==> src/rtl/nand_seq_pkg.sv <==
// Shared types and command codes for the NAND page program sequencer.
package nand_seq_pkg;
    typedef enum logic [1:0] {CYC_CMD, CYC_ADDR, CYC_DIN, CYC_DOUT} cyc_kind_t;
    typedef enum logic [1:0] {OP_PROG = 2'd0, OP_CACHE = 2'd1, OP_MOVE = 2'd2, OP_STAT = 2'd3} op_t;

    localparam logic [7:0] C_LOAD      = 8'h80;
    localparam logic [7:0] C_CONFIRM   = 8'h10;
    localparam logic [7:0] C_CACHE_CF  = 8'h15;
    localparam logic [7:0] C_READ      = 8'h00;
    localparam logic [7:0] C_MOVE_RD   = 8'h35;
    localparam logic [7:0] C_RELOCATE  = 8'h85;
    localparam logic [7:0] C_STAT      = 8'h70;
    localparam logic [7:0] C_STAT_DIE  = 8'h78;
endpackage

==> src/rtl/nand_bus_cycle.sv <==
// One NAND bus cycle per go: strobe low for a parameter count, then high.
// Assumes go is raised only while idle; a read samples dq_in on its last low clock.
module nand_bus_cycle
    import nand_seq_pkg::*;
#(
    parameter int T_WL = 2,
    parameter int T_WH = 2,
    parameter int T_RL = 3,
    parameter int T_RH = 2
) (
    input  logic       clk,
    input  logic       rst_n,
    input  logic       go,
    input  cyc_kind_t  kind,
    input  logic [7:0] wbyte,
    input  logic [7:0] dq_in,
    output logic       idle,
    output logic       done,
    output logic [7:0] rbyte,
    output logic       we_n,
    output logic       re_n,
    output logic       cle,
    output logic       ale,
    output logic [7:0] dq_out,
    output logic       dq_oe
);
    localparam int TMAX = (T_WL > T_WH ? T_WL : T_WH) > (T_RL > T_RH ? T_RL : T_RH) ?
                          (T_WL > T_WH ? T_WL : T_WH) : (T_RL > T_RH ? T_RL : T_RH);
    localparam int CW = $clog2(TMAX + 1);

    typedef enum logic [1:0] {B_IDLE, B_LOW, B_HIGH} bst_t;
    bst_t          st;
    logic [CW-1:0] cnt;
    cyc_kind_t     kind_q;
    logic [7:0]    byte_q;
    logic          is_rd;
    logic [CW-1:0] lo_end, hi_end;

    assign is_rd  = (kind_q == CYC_DOUT);
    assign lo_end = is_rd ? CW'(T_RL - 1) : CW'(T_WL - 1);
    assign hi_end = is_rd ? CW'(T_RH - 1) : CW'(T_WH - 1);
    assign idle   = (st == B_IDLE);
    assign we_n   = !(st == B_LOW && !is_rd);
    assign re_n   = !(st == B_LOW && is_rd);
    assign cle    = !idle && kind_q == CYC_CMD;
    assign ale    = !idle && kind_q == CYC_ADDR;
    assign dq_oe  = !idle && !is_rd;
    assign dq_out = byte_q;

    // Purpose: step one cycle through low and high phases and capture read data.
    always_ff @(posedge clk) begin
        if (!rst_n) begin
            st <= B_IDLE; cnt <= '0; kind_q <= CYC_CMD; byte_q <= '0; rbyte <= '0; done <= 1'b0;
        end else begin
            done <= 1'b0;
            case (st)
                B_IDLE: if (go) begin
                    st <= B_LOW; cnt <= '0; kind_q <= kind; byte_q <= wbyte;
                end
                B_LOW: if (cnt == lo_end) begin
                    st <= B_HIGH; cnt <= '0;
                    if (is_rd) rbyte <= dq_in;
                end else cnt <= cnt + 1'b1;
                default: if (cnt == hi_end) begin
                    st <= B_IDLE; cnt <= '0; done <= 1'b1;
                end else cnt <= cnt + 1'b1;
            endcase
        end
    end

    assert_go_idle_R3: assert property (@(posedge clk) disable iff (!rst_n) go |-> st == B_IDLE);
    assert_latch_excl_R3: assert property (@(posedge clk) disable iff (!rst_n) !(cle && ale));
endmodule

==> src/rtl/nand_ready_wait.sv <==
// Waits a fixed settle time after a confirm, then polls ready/busy with a busy limit.
// Assumes limit is at least 1; ok and to are one-clock pulses.
module nand_ready_wait #(
    parameter int WB_CYC = 3,
    parameter int LIM_W  = 16
) (
    input  logic             clk,
    input  logic             rst_n,
    input  logic             start,
    input  logic             rb_n,
    input  logic [LIM_W-1:0] limit,
    output logic             ok,
    output logic             to
);
    typedef enum logic [1:0] {W_IDLE, W_GUARD, W_POLL} wst_t;
    wst_t             st;
    logic [LIM_W-1:0] cnt;

    // Purpose: count the settle time, then count busy clocks until ready or limit.
    always_ff @(posedge clk) begin
        if (!rst_n) begin
            st <= W_IDLE; cnt <= '0; ok <= 1'b0; to <= 1'b0;
        end else begin
            ok <= 1'b0; to <= 1'b0;
            case (st)
                W_IDLE: if (start) begin st <= W_GUARD; cnt <= '0; end
                W_GUARD: if (cnt == LIM_W'(WB_CYC - 1)) begin st <= W_POLL; cnt <= '0; end
                         else cnt <= cnt + 1'b1;
                default: if (rb_n) begin ok <= 1'b1; st <= W_IDLE; end
                         else if (cnt == limit - 1'b1) begin to <= 1'b1; st <= W_IDLE; end
                         else cnt <= cnt + 1'b1;
            endcase
        end
    end

    assert_ok_after_ready_R4: assert property (@(posedge clk) disable iff (!rst_n) ok |-> $past(rb_n));
    assert_to_after_busy_R10: assert property (@(posedge clk) disable iff (!rst_n) to |-> $past(!rb_n));
endmodule

==> src/rtl/nand_prog_seq.sv <==
// Top sequencer: orders command, address, data, confirm, ready wait and status read.
// Assumes one request at a time; the status byte's bit 0 is the FAIL flag.
module nand_prog_seq
    import nand_seq_pkg::*;
#(
    parameter int NUM_DIES = 2,
    parameter int COL_W    = 16,
    parameter int ROW_W    = 24,
    parameter int LEN_W    = 12,
    parameter int LIM_W    = 16,
    parameter int T_WL     = 2,
    parameter int T_WH     = 2,
    parameter int T_RL     = 3,
    parameter int T_RH     = 2,
    parameter int WB_CYC   = 3
) (
    input  logic             clk,
    input  logic             rst_n,
    input  logic             req_valid,
    input  logic [1:0]       req_op,
    input  logic [COL_W-1:0] req_col,
    input  logic [ROW_W-1:0] req_row,
    input  logic [ROW_W-1:0] req_dst_row,
    input  logic [LEN_W-1:0] req_len,
    input  logic             req_jump_en,
    input  logic [LEN_W-1:0] req_jump_at,
    input  logic [COL_W-1:0] req_jump_col,
    input  logic [7:0]       wr_data,
    output logic             data_take,
    input  logic [LIM_W-1:0] busy_limit,
    output logic             busy,
    output logic             done,
    output logic             fail,
    output logic             timeout,
    output logic             nand_ce_n,
    output logic             nand_cle,
    output logic             nand_ale,
    output logic             nand_we_n,
    output logic             nand_re_n,
    output logic [7:0]       nand_dq_out,
    output logic             nand_dq_oe,
    input  logic [7:0]       nand_dq_in,
    input  logic             nand_rb_n
);
    localparam int COL_CYC  = (COL_W + 7) / 8;
    localparam int ROW_CYC  = (ROW_W + 7) / 8;
    localparam int ADDR_CYC = COL_CYC + ROW_CYC;
    localparam int AI_W     = $clog2(ADDR_CYC + 1);
    localparam bit DIE_STAT = (NUM_DIES > 1);

    typedef enum logic [3:0] {T_IDLE, T_CMD, T_ADDR, T_DATA, T_JCMD, T_JADDR, T_CONF,
                              T_LAUNCH, T_WAIT, T_SCMD, T_SADDR, T_SREAD, T_SGET} tst_t;
    tst_t             st;
    op_t              op_q;
    logic [COL_W-1:0] col_q, jcol_q;
    logic [ROW_W-1:0] row_q, dst_q;
    logic [LEN_W-1:0] len_q, jat_q, bcnt;
    logic             jen_q, jumped, phase2;
    logic [AI_W-1:0]  aidx;

    logic             go, eng_idle, eng_done, rw_start, rw_ok, rw_to, jump_now, first_rd;
    cyc_kind_t        kind;
    logic [7:0]       wbyte, eng_rbyte;
    logic [ROW_W-1:0] row_sel;
    logic [ADDR_CYC*8-1:0] full_addr;
    logic [COL_CYC*8-1:0]  jaddr;

    assign first_rd  = (op_q == OP_MOVE) && !phase2;
    assign row_sel   = phase2 ? dst_q : row_q;
    assign full_addr = {(ROW_CYC*8)'(row_sel), (COL_CYC*8)'(col_q)};
    assign jaddr     = (COL_CYC*8)'(jcol_q);
    assign jump_now  = jen_q && !jumped && (bcnt == jat_q);
    assign busy      = (st != T_IDLE);
    assign nand_ce_n = !busy;
    assign rw_start  = (st == T_LAUNCH) && eng_idle;
    assign data_take = (st == T_DATA) && go;

    // Purpose: choose the next bus cycle to issue from the sequencer state.
    always_comb begin
        go = 1'b0; kind = CYC_CMD; wbyte = 8'h00;
        case (st)
            T_CMD:   begin go = eng_idle; wbyte = first_rd ? C_READ : (phase2 ? C_RELOCATE : C_LOAD); end
            T_ADDR:  begin go = eng_idle; kind = CYC_ADDR; wbyte = full_addr[aidx*8 +: 8]; end
            T_DATA:  begin go = eng_idle && !jump_now && bcnt != len_q; kind = CYC_DIN; wbyte = wr_data; end
            T_JCMD:  begin go = eng_idle; wbyte = C_RELOCATE; end
            T_JADDR: begin go = eng_idle; kind = CYC_ADDR; wbyte = jaddr[aidx*8 +: 8]; end
            T_CONF:  begin go = eng_idle;
                           wbyte = first_rd ? C_MOVE_RD : (op_q == OP_CACHE ? C_CACHE_CF : C_CONFIRM); end
            T_SCMD:  begin go = eng_idle; wbyte = DIE_STAT ? C_STAT_DIE : C_STAT; end
            T_SADDR: begin go = eng_idle; kind = CYC_ADDR; wbyte = full_addr[aidx*8 +: 8]; end
            T_SREAD: begin go = eng_idle; kind = CYC_DOUT; end
            default: ;
        endcase
    end

    // Purpose: advance the operation and record its result.
    always_ff @(posedge clk) begin
        if (!rst_n) begin
            st <= T_IDLE; op_q <= OP_PROG; col_q <= '0; jcol_q <= '0; row_q <= '0; dst_q <= '0;
            len_q <= '0; jat_q <= '0; bcnt <= '0; jen_q <= 1'b0; jumped <= 1'b0; phase2 <= 1'b0;
            aidx <= '0; done <= 1'b0; fail <= 1'b0; timeout <= 1'b0;
        end else begin
            done <= 1'b0;
            case (st)
                T_IDLE: if (req_valid) begin
                    op_q <= op_t'(req_op); col_q <= req_col; row_q <= req_row; dst_q <= req_dst_row;
                    len_q <= req_len; jen_q <= req_jump_en; jat_q <= req_jump_at; jcol_q <= req_jump_col;
                    bcnt <= '0; jumped <= 1'b0; phase2 <= 1'b0; aidx <= '0; fail <= 1'b0; timeout <= 1'b0;
                    st <= (op_t'(req_op) == OP_STAT) ? T_SCMD : T_CMD;
                end
                T_CMD: if (eng_idle) begin st <= T_ADDR; aidx <= '0; end
                T_ADDR: if (eng_idle) begin
                    if (aidx == AI_W'(ADDR_CYC - 1)) begin st <= first_rd ? T_CONF : T_DATA; bcnt <= '0; end
                    else aidx <= aidx + 1'b1;
                end
                T_DATA: if (eng_idle) begin
                    if (jump_now) st <= T_JCMD;
                    else if (bcnt == len_q) st <= T_CONF;
                    else bcnt <= bcnt + 1'b1;
                end
                T_JCMD: if (eng_idle) begin st <= T_JADDR; aidx <= '0; jumped <= 1'b1; end
                T_JADDR: if (eng_idle) begin
                    if (aidx == AI_W'(COL_CYC - 1)) st <= T_DATA;
                    else aidx <= aidx + 1'b1;
                end
                T_CONF:   if (eng_idle) st <= T_LAUNCH;
                T_LAUNCH: if (eng_idle) st <= T_WAIT;
                T_WAIT: if (rw_to) begin
                    timeout <= 1'b1; done <= 1'b1; st <= T_IDLE;
                end else if (rw_ok) begin
                    if (first_rd) begin phase2 <= 1'b1; st <= T_CMD; end
                    else st <= T_SCMD;
                end
                T_SCMD: if (eng_idle) begin
                    if (DIE_STAT) begin st <= T_SADDR; aidx <= AI_W'(COL_CYC); end
                    else st <= T_SREAD;
                end
                T_SADDR: if (eng_idle) begin
                    if (aidx == AI_W'(ADDR_CYC - 1)) st <= T_SREAD;
                    else aidx <= aidx + 1'b1;
                end
                T_SREAD: if (eng_idle) st <= T_SGET;
                T_SGET: if (eng_done) begin fail <= eng_rbyte[0]; done <= 1'b1; st <= T_IDLE; end
                default: st <= T_IDLE;
            endcase
        end
    end

    nand_bus_cycle #(.T_WL(T_WL), .T_WH(T_WH), .T_RL(T_RL), .T_RH(T_RH)) u_cycle (
        .clk(clk), .rst_n(rst_n), .go(go), .kind(kind), .wbyte(wbyte), .dq_in(nand_dq_in),
        .idle(eng_idle), .done(eng_done), .rbyte(eng_rbyte), .we_n(nand_we_n), .re_n(nand_re_n),
        .cle(nand_cle), .ale(nand_ale), .dq_out(nand_dq_out), .dq_oe(nand_dq_oe));

    nand_ready_wait #(.WB_CYC(WB_CYC), .LIM_W(LIM_W)) u_wait (
        .clk(clk), .rst_n(rst_n), .start(rw_start), .rb_n(nand_rb_n), .limit(busy_limit),
        .ok(rw_ok), .to(rw_to));

    assert_done_pulse_R4: assert property (@(posedge clk) disable iff (!rst_n) done |=> !done);
    assert_wait_quiet_R4: assert property (@(posedge clk) disable iff (!rst_n)
        (st == T_WAIT) |-> (nand_we_n && nand_re_n));
    assert_timeout_nofail_R10: assert property (@(posedge clk) disable iff (!rst_n)
        (done && timeout) |-> !fail);
    assert_ce_on_strobe_R1: assert property (@(posedge clk) disable iff (!rst_n)
        (!nand_we_n || !nand_re_n) |-> !nand_ce_n);
endmodule

==> config.mk <==
export PLATFORM = sky130hd
export DESIGN_NAME = nand_prog_seq
export DESIGN_NICKNAME = d
export VERILOG_FILES = /design/src/rtl/nand_seq_pkg.sv /design/src/rtl/nand_bus_cycle.sv /design/src/rtl/nand_ready_wait.sv /design/src/rtl/nand_prog_seq.sv
export SDC_FILE = /design/constraint.sdc
export NUM_CORES = 1
export LEC_CHECK = 0
export CORE_MARGIN = 2
export CORE_UTILIZATION = 40
export DETAILED_ROUTE_END_ITERATION = 16
export HOLD_SLACK_MARGIN = 0.05
export SLEW_MARGIN = 30
export SYNTH_ARGS = -nofsm -noshare
export SYNTH_HDL_FRONTEND = slang
export SYNTH_SLANG_ARGS = --single-unit
==> constraint.sdc <==
create_clock -name clk -period 3.4 [get_ports clk]
set_clock_uncertainty 0.2 [all_clocks]
set_input_delay 0.68 -clock clk [delete_from_list [all_inputs] [get_ports clk]]
set_output_delay 0.68 -clock clk [all_outputs]
set_load 0.05 [all_outputs]
-- Word-level counts from Yosys, hierarchy flattened
Cells that the tools add are included.
- memories: 0
- input bits: 143
- register bits after elaboration: 167
- logic and storage cells: 229
- output and inout port bits: 19
- bits in latches: 0
- RAM bits: 0
- bits in read-only memories: 0
- equality and inequality tests: 61
- multiplexer cells: 82
- bitwise operators: 1
- shifts and indexed selects: 2
- multiply operators: 0
- divide/modulo/power cells: 0
- reduce and logical (&&, ||, !) cells: 52
- add/subtract/negate cells: 5
- $lt $le $gt $ge: 0
- operators by type and width (cell ; count):
    2-to-1 mux 4 bit ; 21
    2-to-1 mux 12 bit ; 6
    2-to-1 mux 16 bit ; 4
    one-hot mux 8 bit (7 select lines) ; 1
    one-hot mux 4 bit (13 select lines) ; 1
    != test 2 bit (second input constant) ; 23
    indexed part select 40 x 7 -> 8 bit ; 1
    one-hot mux 12 bit (3 select lines) ; 1
    one-hot mux 16 bit (2 select lines) ; 1
    2-to-1 mux 3 bit ; 10
    == test 12 bit ; 2
    2-to-1 mux 24 bit ; 1
    2-to-1 mux 2 bit ; 11
    AND reduction 3 bit ; 7
    == test 4 bit (second input constant) ; 5
    AND reduction 17 bit ; 1
    adder 16 x 1 -> 16 bit (second input constant) ; 1
    == test 16 bit ; 1
    == test 16 x 2 -> 1 bit (second input constant) ; 1
    == test 4 x 3 -> 1 bit (second input constant) ; 4
    indexed part select 16 x 7 -> 8 bit ; 1
    subtractor 16 x 1 -> 16 bit (second input constant) ; 1
    one-hot mux 3 bit (5 select lines) ; 1
    adder 12 x 1 -> 12 bit (second input constant) ; 1
    37 further kinds ; 96

-- Depth between registers and ports, before layout
Gate-level depths: netlist of run 1.
- depth in word-level cells: 9
- depth in mapped cells: 12
- depth with buffers taken out: 9

-- Hierarchy
A second synthesis of run 1 with hierarchy kept.
- cells, all modules: 1128
- area, all modules: 9286.4 µm²
- modules (own cells, without submodules) (module ; times used ; area an instance (µm²) ; seq. area each (µm²) ; cells each):
    nand_prog_seq ; 1 ; 6586.3 ; 2622.5 ; 798
    nand_ready_wait ; 1 ; 1696.6 ; 400.4 ; 223
    nand_bus_cycle ; 1 ; 1003.5 ; 460.4 ; 107

-- Worst setup path after synthesis of run 1
No wires, ideal clock.
- kind: register -> output
- start point: reg bcnt[2]
- end point: out data_take
- data arrival time: 2.230 ns
- path buffers: 3
- required time: 2.520 ns
- setup slack: 0.290 ns
- cell stages (with the launch flop): 10
- cell sequence: dfxtp_1 clkbuf_1 xor2_1 nor4_1 nand4_1 nand2_1 a211o_1 clkbuf_1 clkbuf_1 nor2_1
- cells in the longest elaborated chain, start to end: 7
- elaborated cells on any way between the ends: 8
- classes of those cells: eq/ne (2); mux (1); reduce/logical (5)
- ends and longest elaborated chain (what ; line ; text):
    from (decl) ; nand_prog_seq.sv:57 ; logic [LEN_W-1:0] len_q, jat_q, bcnt;
    from (signal assigned) ; nand_prog_seq.sv:119 ; else bcnt <= bcnt + 1'b1;
    == test 12 bit ; nand_prog_seq.sv:72 ; assign jump_now = jen_q && !jumped && (bcnt == jat_q);
    logical AND 1 bit ; nand_prog_seq.sv:72 ;
    zero test 1 bit ; nand_prog_seq.sv:84 ; T_DATA: begin go = eng_idle && !jump_now && bcnt != len_q; kind = CYC_DIN; wbyte = wr_data; end
    logical AND 1 bit ; nand_prog_seq.sv:84 ;
    logical AND 1 bit (*) ; nand_prog_seq.sv:84 ;
    one-hot mux 1 bit (2 select lines) (*) ; nand_prog_seq.sv:81 ; case (st)
    logical AND 1 bit (*) ; nand_prog_seq.sv:76 ; assign data_take = (st == T_DATA) && go;
    to (decl) ; nand_prog_seq.sv:29 ; output logic data_take,
Every way passes the cells marked *; elsewhere a longest branch is shown, timed or not.

-- Worst setup path in the final report of run 1
- start point: in busy_limit[2]
- end point: reg u_wait.cnt[12]
- cells in the longest elaborated chain, start to end: 4
- ends and longest elaborated chain (what ; line ; text):
    from (decl) ; nand_prog_seq.sv:30 ; input logic [LIM_W-1:0] busy_limit,
    subtractor 16 x 1 -> 16 bit ; nand_ready_wait.sv:30 ; else if (cnt == limit - 1'b1) begin to <= 1'b1; st <= W_IDLE; end
    == test 16 bit ; nand_ready_wait.sv:30 ;
    != test 3 bit (no source line) ; n/a ;
    AND reduction 3 bit (no source line) ; n/a ;
    to (signal assigned) ; nand_ready_wait.sv:28 ; else cnt <= cnt + 1'b1;
    to (signal assigned) ; nand_ready_wait.sv:31 ; else cnt <= cnt + 1'b1;
    to (decl) ; nand_ready_wait.sv:17 ; logic [LIM_W-1:0] cnt;
No other way between the ends.
A chain may end at the register's enable or synchronous reset.

==> results of run 1 <==
-- synth_stat cells, drive strengths merged, types with 4 or more instances --
cell	number
nand2	271
dfxtp	167
a21oi	154
clkbuf	65
nor2	37
o21ai	34
xor2	31
nand3	29
inv	19
nor4	18
nand4	16
mux2i	14
mux4	14
nor3	14
or4	14
and3	13
o211ai	12
nor2b	11
or3	11
xnor2	11
o31ai	10
a31oi	9
buf	9
ha	9
nor3b	9
a32o	8
nand2b	8
a221oi	6
o22ai	6
and2	5
or2	5
a21o	4
-- registers in the layout, summed over array words and instances (netlist names), 8 cells and up --
register,flops
jat_q,12
u_wait.cnt,16
jaddr,16
bcnt,12
row_q,24
u_cycle.dq_out,8
col_q,16
dst_q,24
len_q,12
-- area by class of cell --
| class | count | area (µm²) | share of cell area [%] |
|---|---|---|---|
| clock buffer | 20 | 447 | 3.98 |
| multi-input combinational | 825 | 4860 | 43.3 |
| clock inverter | 12 | 118 | 1.05 |
| tap | 275 | 344 | 3.06 |
| sequential | 167 | 3340 | 29.8 |
| timing repair buffer | 211 | 2040 | 18.1 |
| inverter | 19 | 73.8 | 0.658 |
-- routing by layer --
metal | wire length, µm | track usage [%]
met5 | 0 | 0
met4 | 248 | 5.33
met3 | 1480 | 3.79
met2 | 10900 | 33.2
met1 | 12100 | 31.8
-- cells by family (layout without fill, tap and decap cells) --
family | after synthesis | count (layout) | synth area share (%)
AND/OR/NAND/NOR | 471 | 471 | 25.9
AO/OA/AOI/OAI | 273 | 273 | 19.5
flip-flops | 167 | 167 | 39.0
buffers and inverters | 93 | 262 | 4.37
XOR/XNOR | 42 | 42 | 4.30
multiplexers | 30 | 30 | 5.58
adder cells (fa/ha/maj) | 9 | 9 | 1.32
-- through the flow --
stage	hold WS, ps	setup WS, ps	util [%]
6_report	253	156	53.4
5_1_grt	265	8.80	53.4
4_1_cts	253	183	53.4
3_5_place_dp	244	-268	50.7
3_3_place_gp	240	-243	50.7
2_1_floorplan	232	290	-
-- critical path: stages --
cell and delay, ps:
clkdlybuf4s50_1 490, or4_1 640, o31a_1 290, nor4_2 290, o211ai_1 200, nor4_4 230
buf_12 200, buf_4 130, or3_1 110, a21oi_2 50
-- path summary, 6_finish.rpt --
| path | end | startpoint | slack, ps |
|---|---|---|---|
| setup / recovery | u_wait.cnt[12]$_SDFFE_PN0P_ | busy_limit[2] | 160 |
| hold / removal | col_q[5]$_SDFFE_PN0P_ | col_q[5]$_SDFFE_PN0P_ | 250 |
| setup reg to reg | u_wait.cnt[15]$_SDFFE_PN0P_ | st[1]$_SDFFE_PN0P_ | 560 |
| hold reg to reg | col_q[5]$_SDFFE_PN0P_ | col_q[5]$_SDFFE_PN0P_ | 250 |
-- timing repair --
item / CTS / global route
setup endpoints to repair: 0 / 8
gates resized for setup: 0 / 1
buffers inserted: 0 / 0
-- power by group through the flow --
stage          clock network [µW]  logic (µW)  registers (µW)
5_1_grt                      1990        2730            2540
4_1_cts                      1920        2480            2500
3_3_place_gp                    0        2460            2530
6_report                     1880        2480            2500
2_1_floorplan                   0        1650            2440
3_5_place_dp                    0        2470            2540
==> flow_metrics.py, run 1 <==
metrics = {
    "outcome": {
        "outcome": "complete, no violations",
    },
    "die": {
        "io_pins": 162,
        "core-area_um2": 21000,
        "initial_core_util_pct": 40.7,
        "die-area_um2": 22600,
        "rows": 53,
        "die_h_um": 150,
        "die_w_um": 150,
    },
    "drt": {
        "drt-total-wl_mm": 24.8,
        "first_iter_violations": 702,
        "drc_errors": 0,
        "vias_per_cell": 5.34,
        "num_vias": 8167,
        "wire_per_inst_um": 16.2,
        "first_pass_iters": 5,
        "drtAntennaViolNets": 0,
    },
    "worst_setup_path": {
        "crit_fanout": 26,
        "crit_path_end_kind": "flip-flop",
        "cp_data_arrival_time_ps": 3330,
        "crit_type": "primary input to flip-flop",
        "r2r_cells": 7,
        "cp-start-kind": "primary input",
        "critical_path_required_ps": 3480,
    },
    "synthesis": {
        "seq_area_frac_synth_pct": 39.0,
        "synth_area_per_cell_um2": 7.89,
        "ys_seq_elements": 167,
        "synth-edff-count": 0,
        "synth_ff_type": "dfxtp_1",
        "synth_cell_types": 70,
        "synth_top_area_share_pct": 39.0,
        "synth_nets": 1237,
        "synth_area_um2": 8560,
        "postSynth.asyncResetShare_pct": 0,
        "yosys-top-cells-area": "dfxtp_1, nand2_1, a21oi_1",
        "ys_warn_count": 0,
        "yosysTopAreaCell": "dfxtp_1",
        "synth_cells": 1085,
    },
    "power": {
        "p_leak_uw": 0.00411,
        "comb_power_share_pct": 36.1,
        "power_density_nw_per_um2": 611,
        "power.switching_uw": 2600,
        "p_seq_share_pct": 36.5,
        "intPower_uw": 4260,
        "ir_drop_uv": 422,
        "power.share.clock_pct": 27.4,
        "total_power_uw": 6860,
        "switching_share_pct": 37.9,
    },
    "clock_tree": {
        "postCtsHoldBufs": 0,
        "cts_num_sinks": 167,
        "htreeDepth": 4,
        "clk_pin_slew_ps": 60,
        "cts-root-buf": "clkbuf_16",
        "worstSkewPairLatency_ps": 430,
        "clockBufferDepth": 2,
        "cts_buffers": 17,
        "cts_tree": "done",
    },
    "global_routing": {
        "grt_overflow": 0,
        "grt_use_total_pct": 21.7,
        "grt_max_degree": 76,
        "grt_pass1_wl_mm": 38.8,
        "grt_antenna_before_repair": 0,
        "grt_pass1_vias": 7440,
    },
    "timing": {
        "tns_ps": 0,
        "finalHoldViolations": 0,
        "timing.fmax_ghz": 0.308,
        "slew_viol_final": 0,
        "grt_setup_unrepaired": "false",
        "period_share_pct": 95.4,
        "tightestPinTransition_ps": 809,
        "post-route-min-period_ps": 3240,
        "setup_viol": 0,
        "max_slew_margin_pct": 45.8,
    },
    "job": {
        "timing.max_cap.violations": 0,
    },
    "placement": {
        "dpl_cell_area_um2": 10700,
        "gp_congestion": 0.867,
        "portBuffers": 154,
        "post-dp-hpwl_mm": 18.2,
        "dp.cells": 1497,
    },
    "final_layout": {
        "final_cell_mix": "nand2_1, dfxtp_1, clkdlybuf4s50_1",
        "area_delta_synth_final_pct": 31.1,
        "layout.nets": 1393,
        "fin_area_um2": 11200,
        "fillers": 1965,
        "mostFrequentLayoutCell": "nand2_1",
        "diodes": 0,
        "layout-drive-gt1-share_pct": 11.0,
        "fin_cells": 1529,
    },
    "min_path": {
        "min_path_type": "flip-flop to flip-flop",
        "min_delay_path_depth": 2,
    },
}
No activity file was read; power rests on OpenSTA's default activity.
==> run 2, diff against run 1 <==
--- a/config.mk
+++ b/config.mk
@@ -7,8 +7,10 @@
 export LEC_CHECK = 0
 export CORE_MARGIN = 2
 export CORE_UTILIZATION = 40
+export CTS_CLUSTER_SIZE = 20
 export DETAILED_ROUTE_END_ITERATION = 16
 export HOLD_SLACK_MARGIN = 0.05
+export PLACE_DENSITY_LB_ADDON = 0.3
 export SLEW_MARGIN = 30
 export SYNTH_ARGS = -nofsm -noshare
 export SYNTH_HDL_FRONTEND = slang
==> flow_metrics.py, run 2 (synthesis results as in run 1) <==
metrics = {
    "outcome": {
        "outcome": "complete, no violations",
    },
    "placement": {
        "gp_congestion": 0.882,
        "post-dp-hpwl_mm": 18.5,
        "portBuffers": 154,
        "dp_slack_ps": -300,
    },
    "worst_setup_path": {
        "r2r_end": "st[2]$_SDFFE_PN0P_",
        "cp-start-kind": "primary input",
        "crit_fanout": 12,
        "regToRegSetupSlack_ps": 570,
        "cp_data_arrival_time_ps": 3410,
        "cpPeakStageDelay_ps": 570,
        "critical_path_required_ps": 3520,
        "crit_slowest_cell": "or4_4",
        "r2r_cells": 9,
        "r2r-start": "st[3]$_SDFFE_PN0P_",
        "path_cells": "clkdlybuf4s50_1 > or4_4 > o31a_1 > nor4_2 > o211ai_1 > nor4_4 > buf_4 > clkbuf_16 > or3_1 > a21oi_1",
        "crit_path_end_kind": "flip-flop",
        "crit_type": "primary input to flip-flop",
    },
    "die": {
        "io_pins": 162,
        "die-area_um2": 22600,
        "core-area_um2": 21000,
        "initial_core_util_pct": 40.7,
        "rows": 53,
        "die_h_um": 150,
        "die_w_um": 150,
    },
    "final_layout": {
        "mostFrequentLayoutCell": "nand2_1",
        "area_delta_synth_final_pct": 31.5,
        "layout.nets": 1391,
        "final_cell_mix": "nand2_1, dfxtp_1, clkdlybuf4s50_1",
        "diodes": 0,
        "top_regs": "dst_q: 24 flops, row_q: 24 flops",
        "final_core_util_pct": 53.6,
        "layout-drive-gt1-share_pct": 11.0,
    },
    "global_routing": {
        "grt_antenna_before_repair": 0,
        "grt_pass1_vias": 7714,
        "grt_max_degree": 76,
        "grt_pass1_wl_mm": 39.1,
        "grt_use_total_pct": 21.8,
        "grt_overflow": 0,
    },
    "clock_tree": {
        "clockBufferDepth": 2,
        "cts_tree": "done",
        "worstSkewPairLatency_ps": 430,
        "cts_buffers": 17,
        "cts_num_sinks": 167,
        "postCtsHoldBufs": 0,
        "htreeDepth": 4,
        "cts-root-buf": "clkbuf_16",
        "clk_pin_slew_ps": 70,
    },
    "min_path": {
        "holdPathEnd": "row_q[12]$_SDFFE_PN0P_",
        "holdCritStartpoint": "row_q[12]$_SDFFE_PN0P_",
        "min_delay_path_depth": 2,
        "min_path_type": "flip-flop to flip-flop",
    },
    "drt": {
        "vias_per_cell": 5.48,
        "wire_per_inst_um": 16.5,
        "first_pass_iters": 8,
        "drc_errors": 0,
        "drtAntennaViolNets": 0,
        "num_vias": 8363,
        "first_iter_violations": 673,
        "drt-total-wl_mm": 25.2,
    },
    "power": {
        "ir_drop_uv": 355,
        "total_power_uw": 6890,
        "p_leak_uw": 0.00412,
        "power_density_nw_per_um2": 612,
        "intPower_uw": 4260,
        "power.share.clock_pct": 27.6,
        "power.switching_uw": 2630,
        "p_seq_share_pct": 36.3,
        "comb_power_share_pct": 36.1,
        "switching_share_pct": 38.2,
    },
    "timing": {
        "grt_setup_unrepaired": "false",
        "tns_ps": 0,
        "finalHoldViolations": 0,
        "post-route-min-period_ps": 3280,
        "setup_viol": 0,
        "max_slew_margin_pct": 52.5,
        "fin_ws_ps": 117,
        "timing.fmax_ghz": 0.305,
        "slew_viol_final": 0,
        "whs_ps": 253,
        "tightestPinTransition_ps": 712,
        "period_share_pct": 96.6,
    },
    "job": {
        "timing.max_cap.violations": 0,
    },
}
## run 2: cell types whose count changed in the layout (fill, tap and decap cells not counted), sizes merged
cell / previous run / this run
clkbuf: 20 / 19
clkdlybuf4s50: 151 / 149
buf: 60 / 57
clkinvlp: 1 / 4
inv: 25 / 24
dlymetal6s2s: 0 / 2
## run 2: per-layer routing
layer | vias up | track usage [%] | share of wire (%)
met5 | - | 0 | 0
met4 | 0 | 5.14 | 1.2
met3 | 26 | 5.58 | 7.5
met2 | 270 | 33.3 | 45
met1 | 3914 | 31.0 | 47
li1 | 4153 | - | -
## run 2: worst max-delay path, delay by kind of cell
family,cells,cell delay [ps]
buffers and inverters,3,810
AO/OA/AOI/OAI,3,590
AND/OR/NAND/NOR,4,1330
## run 2: power by group through the flow
stage	clock network [µW]	registers, µW	logic (µW)
2_1_floorplan	0	2440	1650
3_3_place_gp	0	2530	2430
3_5_place_dp	0	2540	2450
6_report	1900	2500	2480
4_1_cts	1920	2500	2470
5_1_grt	2010	2540	2730
## run 2: area by class of cell
| cell class | instances | area (µm²) |
|---|---|---|
| Fill cell | 1938 | 9760 |
| Sequential cell | 167 | 3340 |
| Multi-Input combinational cell | 825 | 4860 |
| Clock buffer | 18 | 439 |
| Tap cell | 275 | 344 |
| Clock inverter | 14 | 141 |
| Inverter | 19 | 73.8 |
| Timing Repair Buffer | 209 | 2060 |
## run 2: worst max-delay path by stage
stage / start / cells past startpoint / slack (ps) / to
after floorplan: bcnt[2]$_SDFFE_PN0P_ / 9 / 290 / data_take
after global placement: busy_limit[0] / 11 / -240 / u_wait.cnt[13]$_SDFFE_PN0P_
after detailed placement: busy_limit[0] / 11 / -300 / u_wait.cnt[15]$_SDFFE_PN0P_
after CTS: busy_limit[0] / 11 / 140 / u_wait.cnt[15]$_SDFFE_PN0P_
after global routing: busy_limit[2] / 10 / 20 / u_wait.cnt[9]$_SDFFE_PN0P_
final: busy_limit[2] / 10 / 120 / u_wait.cnt[2]$_SDFFE_PN0P_
## run 2: what timing repair did
| item | CTS | global route |
|---|---|---|
| setup endpoints to repair | 0 | 5 |
| buffers inserted | 0 | 1 |
| resized for setup | 0 | 3 |
## run 2: metrics by stage
stage / cell area [µm²] / cells
4_1_cts: 11200 / 1525
3_5_place_dp: 10600 / 1493
5_1_grt: 11300 / 1527
3_3_place_gp: 10600 / 1493
6_report: 11300 / 1527
2_1_floorplan: 8560 / 1085
